**config.mk**
```make
export PLATFORM = sky130hd
export DESIGN_NAME = serlink_ctrl
export DESIGN_NICKNAME = d
export VERILOG_FILES = /design/src/rtl/serlink_pkg.sv /design/src/rtl/serlink_fifo.sv /design/src/rtl/serlink_tx.sv /design/src/rtl/serlink_rx.sv /design/src/rtl/serlink_ctrl.sv
export SDC_FILE = /design/constraint.sdc
export NUM_CORES = 1
export LEC_CHECK = 0
export BUFFER_PORTS_ARGS = -buffer_cell sky130_fd_sc_hd__buf_2
export CORE_MARGIN = 5
export CORE_UTILIZATION = 55
export DETAILED_ROUTE_END_ITERATION = 8
export PLACE_DENSITY = 0.87
export SETUP_SLACK_MARGIN = 0.02
export SYNTH_ARGS = -nofsm -noshare
export SYNTH_HDL_FRONTEND = slang
export SYNTH_HIERARCHICAL = 1
export SYNTH_SLANG_ARGS = --single-unit
```
**constraint.sdc**
```tcl
create_clock -name clk -period 3.8 [get_ports clk]
set_clock_uncertainty 0.2 [all_clocks]
set_input_delay 0.19 -clock clk [delete_from_list [all_inputs] [get_ports clk]]
set_output_delay 0.19 -clock clk [all_outputs]
set_load 0.005 [all_outputs]
```
**src/rtl/serlink_pkg.sv**
```systemverilog
package serlink_pkg;
  // Register select from address bits [3:2]
  typedef enum logic [1:0] {
    SEL_RXD  = 2'd0,
    SEL_TXD  = 2'd1,
    SEL_STAT = 2'd2,
    SEL_CTRL = 2'd3
  } reg_sel_e;

  // Control word bit positions
  localparam int CT_TXCLR = 0;
  localparam int CT_RXCLR = 1;
  localparam int CT_IE    = 4;

  // Status word, bit 7 down to bit 0
  typedef struct packed {
    logic par_err;
    logic frm_err;
    logic ovr_err;
    logic irq_en;
    logic tx_full;
    logic tx_empty;
    logic rx_full;
    logic rx_avail;
  } stat_t;

  typedef enum logic [1:0] {RX_IDLE, RX_START, RX_DATA, RX_STOP} rx_state_e;
endpackage

```
**src/rtl/serlink_fifo.sv**
```systemverilog
module serlink_fifo #(
  parameter int W     = 8,
  parameter int DEPTH = 16   // power of two
) (
  input  logic                       clk,
  input  logic                       rst_n,
  input  logic                       clr,
  input  logic                       push,
  input  logic [W-1:0]               din,
  input  logic                       pop,
  output logic [W-1:0]               dout,
  output logic                       empty,
  output logic                       full,
  output logic [$clog2(DEPTH):0]     level
);
  localparam int AW = $clog2(DEPTH);
  localparam int CW = AW + 1;

  logic [W-1:0]  mem [DEPTH];
  logic [CW-1:0] wp_q, rp_q, wp_n, rp_n;
  logic          do_push, do_pop;

  assign level   = wp_q - rp_q;
  assign empty   = (level == '0);
  assign full    = (level == CW'(DEPTH));
  assign do_push = push && !full;
  assign do_pop  = pop && !empty;
  assign dout    = mem[rp_q[AW-1:0]];

  always_comb begin
    wp_n = wp_q;
    rp_n = rp_q;
    if (clr) begin
      wp_n = '0;
      rp_n = '0;
    end else begin
      if (do_push) wp_n = wp_q + 1'b1;
      if (do_pop)  rp_n = rp_q + 1'b1;
    end
  end

  always_ff @(posedge clk or negedge rst_n) begin
    if (!rst_n) begin
      wp_q <= '0;
      rp_q <= '0;
    end else begin
      wp_q <= wp_n;
      rp_q <= rp_n;
    end
  end

  always_ff @(posedge clk) begin
    if (do_push && !clr) mem[wp_q[AW-1:0]] <= din;
  end
endmodule

```
**src/rtl/serlink_tx.sv**
```systemverilog
module serlink_tx #(
  parameter int W   = 8,
  parameter int OSR = 16
) (
  input  logic         clk,
  input  logic         rst_n,
  input  logic         tick,
  input  logic         have_data,
  input  logic [W-1:0] data,
  output logic         take,
  output logic         txd,
  output logic         busy
);
  localparam int TKW = $clog2(OSR);
  localparam int FW  = W + 2;
  localparam int BCW = $clog2(FW);
  localparam logic [TKW-1:0] TK_LAST = TKW'(OSR - 1);

  logic [FW-1:0]  sh_q, sh_n;
  logic [BCW-1:0] bc_q, bc_n;
  logic [TKW-1:0] tk_q, tk_n;
  logic           busy_q, busy_n;

  assign take = !busy_q && have_data;
  assign busy = busy_q;
  assign txd  = busy_q ? sh_q[0] : 1'b1;

  always_comb begin
    sh_n   = sh_q;
    bc_n   = bc_q;
    tk_n   = tk_q;
    busy_n = busy_q;
    if (take) begin
      busy_n = 1'b1;
      sh_n   = {1'b1, data, 1'b0};
      bc_n   = BCW'(FW - 1);
      tk_n   = '0;
    end else if (busy_q && tick) begin
      if (tk_q == TK_LAST) begin
        tk_n = '0;
        if (bc_q == '0) begin
          busy_n = 1'b0;
        end else begin
          sh_n = {1'b1, sh_q[FW-1:1]};
          bc_n = bc_q - 1'b1;
        end
      end else begin
        tk_n = tk_q + 1'b1;
      end
    end
  end

  always_ff @(posedge clk or negedge rst_n) begin
    if (!rst_n) begin
      sh_q   <= '1;
      bc_q   <= '0;
      tk_q   <= '0;
      busy_q <= 1'b0;
    end else begin
      sh_q   <= sh_n;
      bc_q   <= bc_n;
      tk_q   <= tk_n;
      busy_q <= busy_n;
    end
  end
endmodule

```
**src/rtl/serlink_rx.sv**
```systemverilog
module serlink_rx
  import serlink_pkg::*;
#(
  parameter int W   = 8,
  parameter int OSR = 16
) (
  input  logic         clk,
  input  logic         rst_n,
  input  logic         tick,
  input  logic         rxd,
  output logic         valid,
  output logic [W-1:0] data,
  output logic         ferr
);
  localparam int TKW = $clog2(OSR);
  localparam int BCW = (W > 1) ? $clog2(W) : 1;
  localparam logic [TKW-1:0] TK_LAST = TKW'(OSR - 1);
  localparam logic [TKW-1:0] TK_MID  = TKW'(OSR / 2 - 1);
  localparam logic [BCW-1:0] BC_LAST = BCW'(W - 1);

  logic [2:0]     sync_q;
  logic           rxs, rxs_d;
  rx_state_e      st_q, st_n;
  logic [TKW-1:0] tk_q, tk_n;
  logic [BCW-1:0] bc_q, bc_n;
  logic [W-1:0]   sh_q, sh_n;

  assign rxs   = sync_q[1];
  assign rxs_d = sync_q[2];
  assign data  = sh_q;

  always_comb begin
    st_n  = st_q;
    tk_n  = tk_q;
    bc_n  = bc_q;
    sh_n  = sh_q;
    valid = 1'b0;
    ferr  = 1'b0;
    case (st_q)
      RX_IDLE: begin
        if (rxs_d && !rxs) begin
          st_n = RX_START;
          tk_n = '0;
        end
      end
      RX_START: begin
        if (tick) begin
          if (tk_q == TK_MID) begin
            tk_n = '0;
            bc_n = '0;
            st_n = rxs ? RX_IDLE : RX_DATA;
          end else begin
            tk_n = tk_q + 1'b1;
          end
        end
      end
      RX_DATA: begin
        if (tick) begin
          if (tk_q == TK_LAST) begin
            tk_n = '0;
            sh_n = {rxs, sh_q[W-1:1]};
            if (bc_q == BC_LAST) st_n = RX_STOP;
            else                 bc_n = bc_q + 1'b1;
          end else begin
            tk_n = tk_q + 1'b1;
          end
        end
      end
      RX_STOP: begin
        if (tick) begin
          if (tk_q == TK_LAST) begin
            valid = 1'b1;
            ferr  = !rxs;
            tk_n  = '0;
            st_n  = RX_IDLE;
          end else begin
            tk_n = tk_q + 1'b1;
          end
        end
      end
      default: st_n = RX_IDLE;
    endcase
  end

  always_ff @(posedge clk or negedge rst_n) begin
    if (!rst_n) begin
      sync_q <= '1;
      st_q   <= RX_IDLE;
      tk_q   <= '0;
      bc_q   <= '0;
      sh_q   <= '0;
    end else begin
      sync_q <= {sync_q[1:0], rxd};
      st_q   <= st_n;
      tk_q   <= tk_n;
      bc_q   <= bc_n;
      sh_q   <= sh_n;
    end
  end
endmodule

```
**src/rtl/serlink_ctrl.sv**
```systemverilog
module serlink_ctrl
  import serlink_pkg::*;
#(
  parameter int DATA_W     = 8,
  parameter int FIFO_DEPTH = 16,
  parameter int OSR        = 16,
  parameter int BUS_W      = 32
) (
  input  logic             clk,
  input  logic             rst_n,
  input  logic             baud_tick,
  input  logic             bus_wr,
  input  logic             bus_rd,
  input  logic [3:0]       bus_addr,
  input  logic [BUS_W-1:0] bus_wdata,
  output logic [BUS_W-1:0] bus_rdata,
  input  logic             serial_in,
  output logic             serial_out,
  output logic             irq
);
  localparam int CNT_W = $clog2(FIFO_DEPTH) + 1;

  reg_sel_e          sel;
  logic              wr_tx, wr_ctl, rd_rx, rd_st;
  logic              tx_empty, tx_full, rx_empty, rx_full;
  logic [CNT_W-1:0]  tx_level, rx_level;
  logic [DATA_W-1:0] tx_head, rx_head, rx_data;
  logic              tx_take, tx_busy, rx_valid, rx_ferr;
  logic              ie_q, ie_n, ovr_q, ovr_n, ferr_q, ferr_n;
  logic              rxne_q, txe_q, irq_q, irq_n;
  stat_t             status;
  logic              unused_bits;

  assign unused_bits = ^{bus_addr[1:0], bus_wdata[BUS_W-1:DATA_W]};

  assign sel    = reg_sel_e'(bus_addr[3:2]);
  assign wr_tx  = bus_wr && (sel == SEL_TXD);
  assign wr_ctl = bus_wr && (sel == SEL_CTRL);
  assign rd_rx  = bus_rd && (sel == SEL_RXD);
  assign rd_st  = bus_rd && (sel == SEL_STAT);

  serlink_fifo #(.W(DATA_W), .DEPTH(FIFO_DEPTH)) u_txq (
    .clk(clk), .rst_n(rst_n), .clr(wr_ctl && bus_wdata[CT_TXCLR]),
    .push(wr_tx), .din(bus_wdata[DATA_W-1:0]), .pop(tx_take),
    .dout(tx_head), .empty(tx_empty), .full(tx_full), .level(tx_level));

  serlink_fifo #(.W(DATA_W), .DEPTH(FIFO_DEPTH)) u_rxq (
    .clk(clk), .rst_n(rst_n), .clr(wr_ctl && bus_wdata[CT_RXCLR]),
    .push(rx_valid), .din(rx_data), .pop(rd_rx),
    .dout(rx_head), .empty(rx_empty), .full(rx_full), .level(rx_level));

  serlink_tx #(.W(DATA_W), .OSR(OSR)) u_tx (
    .clk(clk), .rst_n(rst_n), .tick(baud_tick), .have_data(!tx_empty),
    .data(tx_head), .take(tx_take), .txd(serial_out), .busy(tx_busy));

  serlink_rx #(.W(DATA_W), .OSR(OSR)) u_rx (
    .clk(clk), .rst_n(rst_n), .tick(baud_tick), .rxd(serial_in),
    .valid(rx_valid), .data(rx_data), .ferr(rx_ferr));

  always_comb begin
    status          = '0;
    status.rx_avail = !rx_empty;
    status.rx_full  = rx_full;
    status.tx_empty = tx_empty;
    status.tx_full  = tx_full;
    status.irq_en   = ie_q;
    status.ovr_err  = ovr_q;
    status.frm_err  = ferr_q;
    status.par_err  = 1'b0;
  end

  always_comb begin
    bus_rdata = '0;
    if (rd_st)                   bus_rdata = BUS_W'(status);
    else if (rd_rx && !rx_empty) bus_rdata = BUS_W'(rx_head);
  end

  // Next state of control and flag registers; a new error wins over the clear
  always_comb begin
    ie_n   = wr_ctl ? bus_wdata[CT_IE] : ie_q;
    ovr_n  = (rx_valid && rx_full) || (ovr_q && !rd_st);
    ferr_n = (rx_valid && rx_ferr) || (ferr_q && !rd_st);
    irq_n  = ie_q && ((!rx_empty && !rxne_q) || (tx_empty && !txe_q));
  end

  always_ff @(posedge clk or negedge rst_n) begin
    if (!rst_n) begin
      ie_q   <= 1'b0;
      ovr_q  <= 1'b0;
      ferr_q <= 1'b0;
      rxne_q <= 1'b0;
      txe_q  <= 1'b1;
      irq_q  <= 1'b0;
    end else begin
      ie_q   <= ie_n;
      ovr_q  <= ovr_n;
      ferr_q <= ferr_n;
      rxne_q <= !rx_empty;
      txe_q  <= tx_empty;
      irq_q  <= irq_n;
    end
  end

  assign irq = irq_q;
endmodule

```
==> key figures, run 1 <==
Worst setup path
  • CP Capture Point: bus_rdata[3]
  • Worst r2r dst: u_txq/mem[4][7]
  • Worst Path Required: roughly 3.4 ns
  • Crit path kind: reg2out
  • Critical path buffer and inverter count: 3
  • CP Max Fanout: 17
  • Crit path max-delay family: compound AO/OA/AOI/OAI gates
  • R2r worst-path depth: 10
  • Critical path launch point: u_rxq/wp_q[0]
  • Worst R2R Start: u_txq/wp_q[0]
  • CP max-delay cell: dfrtp_1
  • CP max stage delay: between 0.4 and 0.5 ns
  • Cells along the critical path: inv_2, ha_1, inv_1, fa_1, and3_2, o21ai_2, o2bb2a_4, or3b_1, a21oi_1, buf_2
  • WP data arrival: 3.24 ns
  • CP endpoint kind: primary output
  • Levels on crit path: 10
  • Type of origin of the critical path: register
  • Worst R2R Setup Slack: 0.38 ns

Placed design
  • PortBufs: 25
  • Area after DPL: 14,580 µm²
  • Detail Placement HPWL: 18,330 µm
  • Placed cells: roughly 1,200
  • Routability congestion estimate: 0.8048

Routing
  • DR vias: a little under 8,000
  • Vias per cell: 6.137
  • Drt drc: 0
  • Iteration-0 DRC count of the detailed router: 1,016
  • Pre-antenna DRT Iters: 5
  • Post-Route WL: 29,020 µm
  • Post-DRT Antenna Nets: 0
  • WL per Instance: 23.18 µm

Yosys
  • Cell Area, Synth: 14,040 µm²
  • Synth Instances: 822
  • Yosys warns: 6
  • Avg Synthesized Cell Area: roughly 17 µm²

Clock tree
  • Num CTS Buffers: 34
  • CTS tree: built
  • Setup Fix Bufs, Post-CTS: 0
  • Worst-skew pair later-pin latency: 0.52 ns
  • Reg clk slew, reported paths: 0.06 ns
  • Clock sinks: 320
  • Root buf cell: clkbuf_16
  • H-Tree Depth: 2
  • Number of buffers on the longest clock path: 3

Global routing
  • Antenna violations before repair: 0
  • First-pass GRT wire length: 45,450 µm
  • Number of global-route vias before repair: ~7,900
  • GRT overflow: 0
  • GRT Util Overall: 20.44%
  • Pin count of the biggest net entering global routing: 37

Job
  • Max_cap viols: 0

Die
  • # IOs: 76
  • Core area: between 20,000 and 30,000 µm²
  • Die ar.: 28,820 µm²
  • Die Height: 169.8 µm
  • Starting Density: 55.74%
  • Row count: 58
  • Width of the chip: 169.8 µm

Final layout
  • # diodes: 0
  • Post-Layout Cell Count: 1,252
  • Post-layout util: 63.38%
  • Nets: 965
  • Layout area overhead: 13.69%
  • Share of post-route cells with drive strength above 1: 30.26%
  • Fin area: 15,960 µm²

STA
  • Post-route setup TNS: 0 ns
  • Final Hold Viols: 0
  • Peak Freq: 0.2757 GHz
  • Worst-margin pin slew: 1.095 ns
  • Final worst path period share: 95.44%
  • # setup viols final: 0
  • Max_slew headroom: 26.70%
  • Crit path time final: 3.627 ns
  • RSZ-0062 raised after global routing: no
  • Fin. max-slew vios: 0

Pwr
  • LEAKAGE: ~5.5 nW
  • Power Density: 576.1 nW/µm²
  • Design Power: 9.194 mW
  • Peak supply drop: approximately 0.44 mV

Hold path
  • Worst hold path class: in2async

Outcome
  • Status: finished clean
power by group:
| part | switching [mW] | internal [mW] | total, mW |
|---|---|---|---|
| combinational | 0.811 | 0.679 | 1.49 |
| clock | 1.32 | 2.20 | 3.52 |
| sequential | 0.208 | 3.98 | 4.19 |
| total | 2.34 | 6.85 | 9.19 |
cell type report:
cell class              instances  area [µm²]
flip-flops and latches        320        9309
fillers                      1667        9223
multi-input cells             438        4367
clock buffers                  42       910.9
repair buffers                 79       568.0
well taps                     330       412.9
clock inverters                19       296.5
inverters                      24       95.09
timing repair:
| action | in CTS | in global routing |
|---|---|---|
| resized for setup | 1 | 5 |
| hold buffers | 15 | 0 |
| hold endpoints to repair | 165 | 0 |
| setup endpoints to repair | 1 | 5 |
| gates cloned | 0 | 0 |
placed cells by master, fill, tap and decap left out, types with 9 or more instances in the layout:
master	n
mux2_2	14
nand2b_1	10
clkbuf_16	34
buf_4	39
inv_1	19
nor2_1	43
nand4_1	16
mux4_2	80
dfstp_2	13
edfxtp_1	256
or3_1	11
conb_1	24
dfrtp_1	48
nor3_1	10
buf_2	25
nand3_1	11
nand3b_1	9
a21oi_1	24
nand2_1	32
dlygate4sd3_1	15
ha_1	24
o21ai_0	17
worst min path at each step:
stage / slack, ns / cells past startpoint / end
floorplan: -0.31 / 0 / ferr_q
global placement: 0.1 / 1 / u_tx/tk_q[2]
detailed placement: 0.1 / 1 / u_rx/sync_q[0]
CTS: 0.09 / 2 / u_rx/sync_q[0]
global route: 0.13 / 2 / u_rx/sync_q[0]
finish: 0.10 / 2 / u_tx/tk_q[3]
metrics by stage:
step | hold WS, ns | worst slack [ns]
CTS | 0.09274 | 0.08369
finish | 0.1031 | 0.1735
floorplan | -0.3056 | 0.06323
global placement | 0.09615 | 0.5395
global route | 0.1333 | 0.06182
detailed placement | 0.09887 | 0.4153
routing by layer:
metal | track usage, % | wire length [µm] | part of all wire [%]
met5 | 0 | 0 | 0
met2 | 35.58 | 15170 | 52
met4 | 5.635 | 702 | 2.4
met3 | 3.611 | 1632 | 5.6
met1 | 26.81 | 11510 | 40
state kept, by name (all words and copies together) (netlist names), named ones only:
signal,flops
u_rx/st_q,1
u_rxq/rp_q,5
rxne_q,1
ferr_q,1
u_tx/sh_q,9
u_rx/bc_q,3
u_rxq/mem,128
u_tx/busy,1
u_rx/tk_q,4
ovr_q,1
ie_q,1
u_rx/data,8
u_txq/rp_q,5
u_rx/sync_q,3
txe_q,1
u_tx/bc_q,4
u_rxq/wp_q,5
irq,1
u_txq/mem,128
u_txq/wp_q,5
u_tx/tk_q,4
Power figures use the tool's default switching activity.
==> inputs of run 2 (changes only) <==
- ABC_AREA: unset -> 1
==> key figures, run 2 <==
Die
  • Starting Density: 55.89% (+0.15 points)
  • # IOs: 76 (unchanged)
  • Row count: 59 (+1.7%)
  • Die ar.: 29,830 µm² (+3.5%)
  • Core area: 26,060 µm² (+3.5%)
  • Width of the chip: 172.7 µm (+1.7%)
  • Die Height: 172.7 µm (+1.7%)

Routing
  • Pre-antenna DRT Iters: 6 (+1)
  • Iteration-0 DRC count of the detailed router: 1,210 (+19%)
  • Post-Route WL: 32,300 µm (+11%)
  • WL per Instance: 18.72 µm (-19%)
  • Drt drc: 0 (unchanged)
  • Vias per cell: 5.937 (-3.2%)
  • DR vias: 10,240 (+33%)
  • Post-DRT Antenna Nets: 0 (unchanged)

Yosys
  • Avg Synthesized Cell Area: 11.04 µm² (-35%)
  • Synth Instances: 1,319 (+60%)
  • Yosys warns: 6 (unchanged)
  • Cell Area, Synth: 14,560 µm² (+3.8%)

Final layout
  • Nets: 1,433 (+48%)
  • # diodes: 0 (unchanged)
  • Share of post-route cells with drive strength above 1: 13.88% (-16 points)
  • Most frequent cells in the layout: edfxtp_1, nand2_1, nor2_1, o21ai_0, nand3_1
  • Layout area overhead: 10.86%
  • Post-layout util: 61.96% (-1.4 points)
  • Post-Layout Cell Count: 1,725 (+38%)
  • Most common cell after layout, fill and taps aside: edfxtp_1

Job
  • Max_cap viols: 0 (unchanged)

Clock tree
  • Number of buffers on the longest clock path: 3 (unchanged)
  • Num CTS Buffers: 31 (-8.8%)
  • CTS tree: built
  • Setup Fix Bufs, Post-CTS: 0 (unchanged)
  • Root buf cell: clkbuf_16
  • H-Tree Depth: 1 (-1)
  • Worst-skew pair later-pin latency: 0.57 ns (+0.05 ns)
  • Reg clk slew, reported paths: 0.07 ns (about the same)
  • Clock sinks: 320 (unchanged)

Worst setup path
  • CP endpoint kind: primary output
  • CP Max Fanout: 8 (-9)
  • WP data arrival: 3.21 ns (-0.03 ns)
  • Worst R2R Start: u_txq/rp_q[2]
  • Worst R2R Setup Slack: 0.36 ns (-0.02 ns)
  • R2r worst-path depth: 13 (+3)
  • Worst r2r dst: u_txq/rp_q[1]
  • Crit path kind: reg2out
  • Critical path launch point: u_rxq/wp_q[0]
  • Type of origin of the critical path: register
  • Worst Path Required: 3.41 ns (about the same)

Pwr
  • Peak supply drop: 0.4785 mV (+8.4%)
  • Pint: 6.638 mW (-3.1%)
  • Comb power frac: 30.0% (+14 points)
  • Clock share of power: 29.6% (-8.7 points)
  • Design Power: 10.34 mW (+12%)
  • LEAKAGE: 6.168 nW (+12%)
  • Power Density: 640.2 nW/µm² (+11%)
  • Net switching power: 3.698 mW (+58%)
  • Reg power frac: 40.3% (-5.2 points)
  • Switching Share: 35.78% (+10 points)

STA
  • Peak Freq: 0.2779 GHz (+0.78%)
  • # setup viols final: 0 (unchanged)
  • Final worst path period share: 94.69% (-0.74 points)
  • Crit path time final: 3.598 ns (-0.02822 ns)
  • Fin. max-slew vios: 0 (unchanged)
  • RSZ-0062 raised after global routing: no
  • Max_slew headroom: 26.04% (-0.66 points)
  • Worst-margin pin slew: 1.109 ns (+0.01395 ns)
  • Post-route setup TNS: 0 ns (unchanged)
  • Final Hold Viols: 0 (unchanged)

Hold path
  • Min-delay src: serial_in
  • Hold Crit Endpoint: u_rx/sync_q[0]
  • Worst hold path class: in2reg
  • Worst Hold Depth: 2

Global routing
  • GRT overflow: 0 (unchanged)
  • GR peak layer: met2
  • First-pass GRT wire length: 51,390 µm (+13%)
  • Pin count of the biggest net entering global routing: 72 (+95%)
  • Routing usage on met1: 27.78% (+0.97 points)
  • Met2 usage: 34.17% (-1.4 points)
  • GRT Util Overall: 20.66% (+0.22 points)
  • Antenna violations before repair: 0 (unchanged)
  • Met3 Use GR: 3.428% (-0.18 points)
  • Number of global-route vias before repair: 9,969 (+27%)

Outcome
  • Status: finished clean

Placed design
  • Routability congestion estimate: 0.8790 (+9.2%)
  • Placed cells: 1,651 (+40%)
  • PortBufs: 25 (unchanged)
  • Detail Placement HPWL: 19,810 µm (+8.1%)
-- run 2: metrics by stage --
| stage | worst slack (ns) | area, µm² | hold slack (ns) |
|---|---|---|---|
| 2_1_floorplan | 0.9361 | 14650 | -0.3056 |
| 3_3_place_gp | 0.6182 | 14940 | 0.09481 |
| 3_5_place_dp | 0.4831 | 14940 | 0.09658 |
| 4_1_cts | 0.1432 | 16140 | 0.03656 |
| 5_1_grt | 0.04144 | 16150 | 0.06957 |
| 6_report | 0.2017 | 16150 | 0.05761 |
-- run 2: worst max-delay path by stage --
stage / to / slack [ns]
floorplan: u_rxq/mem[12][0] / 0.94
global placement: u_txq/rp_q[0] / 0.62
detailed placement: u_txq/rp_q[1] / 0.48
CTS: bus_rdata[3] / 0.14
global route: bus_rdata[3] / 0.04
finish: bus_rdata[3] / 0.20
-- run 2: layout make-up --
| type | count | area, µm² |
|---|---|---|
| Clock buffer | 32 | 779.5 |
| Timing Repair Buffer | 80 | 578.1 |
| Multi-Input combinational cell | 854 | 4509 |
| Inverter | 78 | 296.5 |
| Fill cell | 1877 | 9913 |
| Clock inverter | 26 | 255.2 |
| Tap cell | 335 | 419.2 |
| Sequential cell | 320 | 9308 |
-- run 2: critical path, cell delays in order (launching register included) --
cell,delay [ns]
dfrtp_1,0.42
inv_1,0.12
ha_1,0.21
inv_1,0.09
fa_1,0.40
or2_0,0.25
nor2_2,0.20
nand3_2,0.20
inv_1,0.17
clkinv_1,0.22
nand4_1,0.17
nand2_1,0.08
buf_2,0.13
-- run 2: layer usage --
layer,vias up,routed length [µm],part of all wire (%)
met4,0,1136,3.5
li1,4688,-,-
met5,-,0,0
met1,4993,12530,39
met3,83,2498,7.7
met2,478,16140,50
-- run 2: what timing repair did --
item | in CTS | in global routing
hold buffers | 16 | 0
setup endpoints to repair | 0 | 7
gates resized for setup | 0 | 2
endpoints found under the hold margin | 189 | 0
-- run 2: power groups by stage --
| stage | combinational, mW | sequential (mW) | clock, mW |
|---|---|---|---|
| after detailed placement | 2.99 | 4.23 | 0 |
| after floorplan | 2.26 | 4.18 | 0 |
| after global routing | 3.43 | 4.19 | 3.26 |
| after global placement | 2.84 | 4.22 | 0 |
| final | 3.10 | 4.17 | 3.06 |
| after CTS | 3.05 | 4.16 | 3.09 |
==> inputs of run 3 (changes only) <==
--- a/config.mk
+++ b/config.mk
@@ -11,2 +11,3 @@
 export CORE_UTILIZATION = 55
+export CTS_BUF_LIST = sky130_fd_sc_hd__clkbuf_4 sky130_fd_sc_hd__clkbuf_8
 export DETAILED_ROUTE_END_ITERATION = 8
==> constraint.sdc (replaced) <==
create_clock -name clk -period 3.8 [get_ports clk]
set_clock_uncertainty 0.2 [all_clocks]
set_input_delay 0.57 -clock clk [delete_from_list [all_inputs] [get_ports clk]]
set_output_delay 0.57 -clock clk [all_outputs]
set_load 0.005 [all_outputs]
==> key figures, run 3 (synthesized netlist as in run 2, its figures left out) <==
Global routing
  • First-pass GRT wire length: 50,930 µm (-0.90%)
  • GRT overflow: 0 (unchanged)
  • Number of global-route vias before repair: 9,897 (-0.72%)
  • Pin count of the biggest net entering global routing: 71 (-1.4%)
  • GRT Util Overall: 20.72% (+0.059 points)
  • Antenna violations before repair: 2 (+2)

Pwr
  • LEAKAGE: 6.187 nW (+0.32%)
  • Peak supply drop: 0.5740 mV (+20%)
  • Reg power frac: 40.9% (+0.6 points)
  • Power Density: 636.3 nW/µm² (-0.60%)
  • Switching Share: 35.93% (+0.16 points)
  • Clock share of power: 28.3% (-1.3 points)
  • Comb power frac: 30.8% (+0.8 points)
  • Net switching power: 3.668 mW (-0.80%)
  • Pint: 6.541 mW (-1.5%)

Clock tree
  • Worst-skew pair later-pin latency: 0.58 ns (about the same)
  • CTS tree: built
  • Root buf cell: clkbuf_8
  • Reg clk slew, reported paths: 0.07 ns (about the same)
  • H-Tree Depth: 2 (+1)
  • Num CTS Buffers: 48 (+55%)
  • Number of buffers on the longest clock path: 3 (unchanged)
  • Clock sinks: 320 (unchanged)

Routing
  • Pre-antenna DRT Iters: 5 (-1)
  • Post-Route WL: 31,570 µm (-2.3%)
  • Vias per cell: 5.792 (-2.5%)
  • Iteration-0 DRC count of the detailed router: 1,315 (+8.7%)
  • Post-DRT Antenna Nets: 0 (unchanged)
  • Drt drc: 0 (unchanged)
  • DR vias: 10,130 (-1.1%)
  • WL per Instance: 18.05 µm (-3.6%)

STA
  • RSZ-0062 raised after global routing: no
  • Worst-margin pin slew: 0.7459 ns (-0.3634 ns)
  • Crit path time final: 3.697 ns (+0.09854 ns)
  • Post-route setup TNS: 0 ns (unchanged)
  • Max_slew headroom: 50.27% (+24 points)
  • Final Hold Viols: 0 (unchanged)
  • Fin. max-slew vios: 0 (unchanged)
  • Final worst path period share: 97.29% (+2.6 points)
  • Peak Freq: 0.2705 GHz (-2.7%)
  • # setup viols final: 0 (unchanged)

Die
  • Core area: 26,060 µm² (unchanged)
  • Row count: 59 (unchanged)
  • Width of the chip: 172.7 µm (unchanged)
  • Starting Density: 55.89% (unchanged)
  • Die Height: 172.7 µm (unchanged)
  • Die ar.: 29,830 µm² (unchanged)
  • # IOs: 76 (unchanged)

Final layout
  • Nets: 1,440 (+0.49%)
  • Filler instances: 1,897 (+1.1%)
  • Most common cell after layout, fill and taps aside: edfxtp_1
  • Share of post-route cells with drive strength above 1: 15.65% (+1.8 points)
  • Layout area overhead: 10.16%
  • Post-Layout Cell Count: 1,749 (+1.4%)
  • Most frequent cells in the layout: edfxtp_1, nand2_1, nor2_1, o21ai_0, nand3_1

Worst setup path
  • Worst R2R Setup Slack: 0.57 ns (+0.21 ns)
  • Critical path launch point: u_txq/wp_q[0]
  • CP Max Fanout: 8 (unchanged)
  • Worst R2R Start: u_txq/wp_q[0]
  • Worst Path Required: 3.03 ns (-0.38 ns)
  • CP endpoint kind: primary output
  • Worst r2r dst: u_txq/rp_q[0]
  • WP data arrival: 2.93 ns (-0.28 ns)
  • CP Capture Point: bus_rdata[3]
  • Type of origin of the critical path: register
  • R2r worst-path depth: 17 (+4)
  • Crit path kind: reg2out

Placed design
  • PortBufs: 25 (unchanged)
  • Detail Placement HPWL: 19,950 µm (+0.73%)
  • Routability congestion estimate: 0.8531 (-2.9%)
  • Placed cells: 1,654 (+0.18%)

Hold path
  • Worst hold path class: in2reg

Outcome
  • Status: finished clean

Job
  • Max_cap viols: 0 (unchanged)
## run 3: cell types whose count changed in the layout (fill, tap and decap cells not counted), moves of 5 or more
cell / before / now
clkbuf_8: 0 / 49
clkbuf_16: 31 / 0
clkinv_1: 7 / 22
dlygate4sd3_1: 16 / 2
clkinvlp_4: 14 / 1
clkbuf_4: 0 / 10
inv_1: 68 / 63
inv_2: 6 / 11
## run 3: routing by layer
metal / routed length, µm / global-route usage, % / up-vias
met2: 15890 / 35.16 / 461
met5: 7 / 0 / -
met3: 2789 / 3.865 / 72
met1: 12020 / 27.14 / 4884
met4: 856 / 6.911 / 2
li1: - / - / 4711
## run 3: repair_timing
action	4_1_cts	5_1_grt
endpoints found under the setup margin	7	7
hold buffers	2	0
hold endpoints to repair	20	0
buffers inserted	1	0
resized for setup	4	9
## run 3: worst min-delay path by stage
| stage | from | end | slack, ns | cells past startpoint |
|---|---|---|---|---|
| finish | bus_wdata[5] | u_txq/mem[11][5] | 0.17 | 1 |
| global route | bus_wdata[6] | u_txq/mem[13][6] | 0.14 | 1 |
| CTS | bus_wdata[0] | u_txq/mem[8][0] | 0.14 | 1 |
| detailed placement | u_rx/sync_q[0] | u_rx/sync_q[1] | 0.16 | 0 |
| global placement | u_rx/sync_q[0] | u_rx/sync_q[1] | 0.16 | 0 |
| floorplan | rst_n | ferr_q | 0.07 | 0 |
## run 3: power groups by stage
| stage | combinational (mW) | clock (mW) | sequential, mW |
|---|---|---|---|
| after floorplan | 2.26 | 0 | 4.18 |
| after global placement | 2.85 | 0 | 4.22 |
| after detailed placement | 3.01 | 0 | 4.24 |
| after CTS | 3.05 | 2.95 | 4.17 |
| after global routing | 3.50 | 3.12 | 4.20 |
| final | 3.14 | 2.89 | 4.18 |
## run 3: area by class of cell
| cell class | count | area (µm²) | area share [%] |
|---|---|---|---|
| sequential | 320 | 9309 | 58.02 |
| multi-input combinational | 854 | 4529 | 28.23 |
| clock buffer | 59 | 749.5 | 4.671 |
| timing repair buffer | 70 | 480.5 | 2.995 |
| tap | 335 | 419.2 | 2.612 |
| inverter | 78 | 296.5 | 1.848 |
| clock inverter | 31 | 255.2 | 1.591 |
| antenna | 2 | 5.005 | 0.03119 |
## run 3: critical path: stages, from the launching register on
cell	delay (ns)
dfrtp_2	0.44
inv_2	0.10
ha_1	0.15
inv_1	0.06
fa_1	0.41
nand3_1	0.16
inv_1	0.05
nor2_1	0.15
nand2_1	0.10
nand2_2	0.09
nand3_4	0.14
inv_2	0.12
nand4_1	0.15
nand2_1	0.13
buf_2	0.12
## run 3: through the flow
| stage | total power, mW | util (%) | worst slack, ns | cell area [µm²] | hold WS (ns) |
|---|---|---|---|---|---|
| final | 10.21 | 61.57 | 0.1031 | 16040 | 0.1723 |
| after global routing | 10.82 | 61.55 | 0.01939 | 16040 | 0.1431 |
| after CTS | 10.17 | 61.46 | 0.03496 | 16020 | 0.1410 |
| after detailed placement | 7.245 | 57.48 | 0.3566 | 14980 | 0.1635 |
| after global placement | 7.068 | 57.48 | 0.5421 | 14980 | 0.1629 |
| after floorplan | 6.441 | - | 0.7972 | 14650 | 0.07441 |
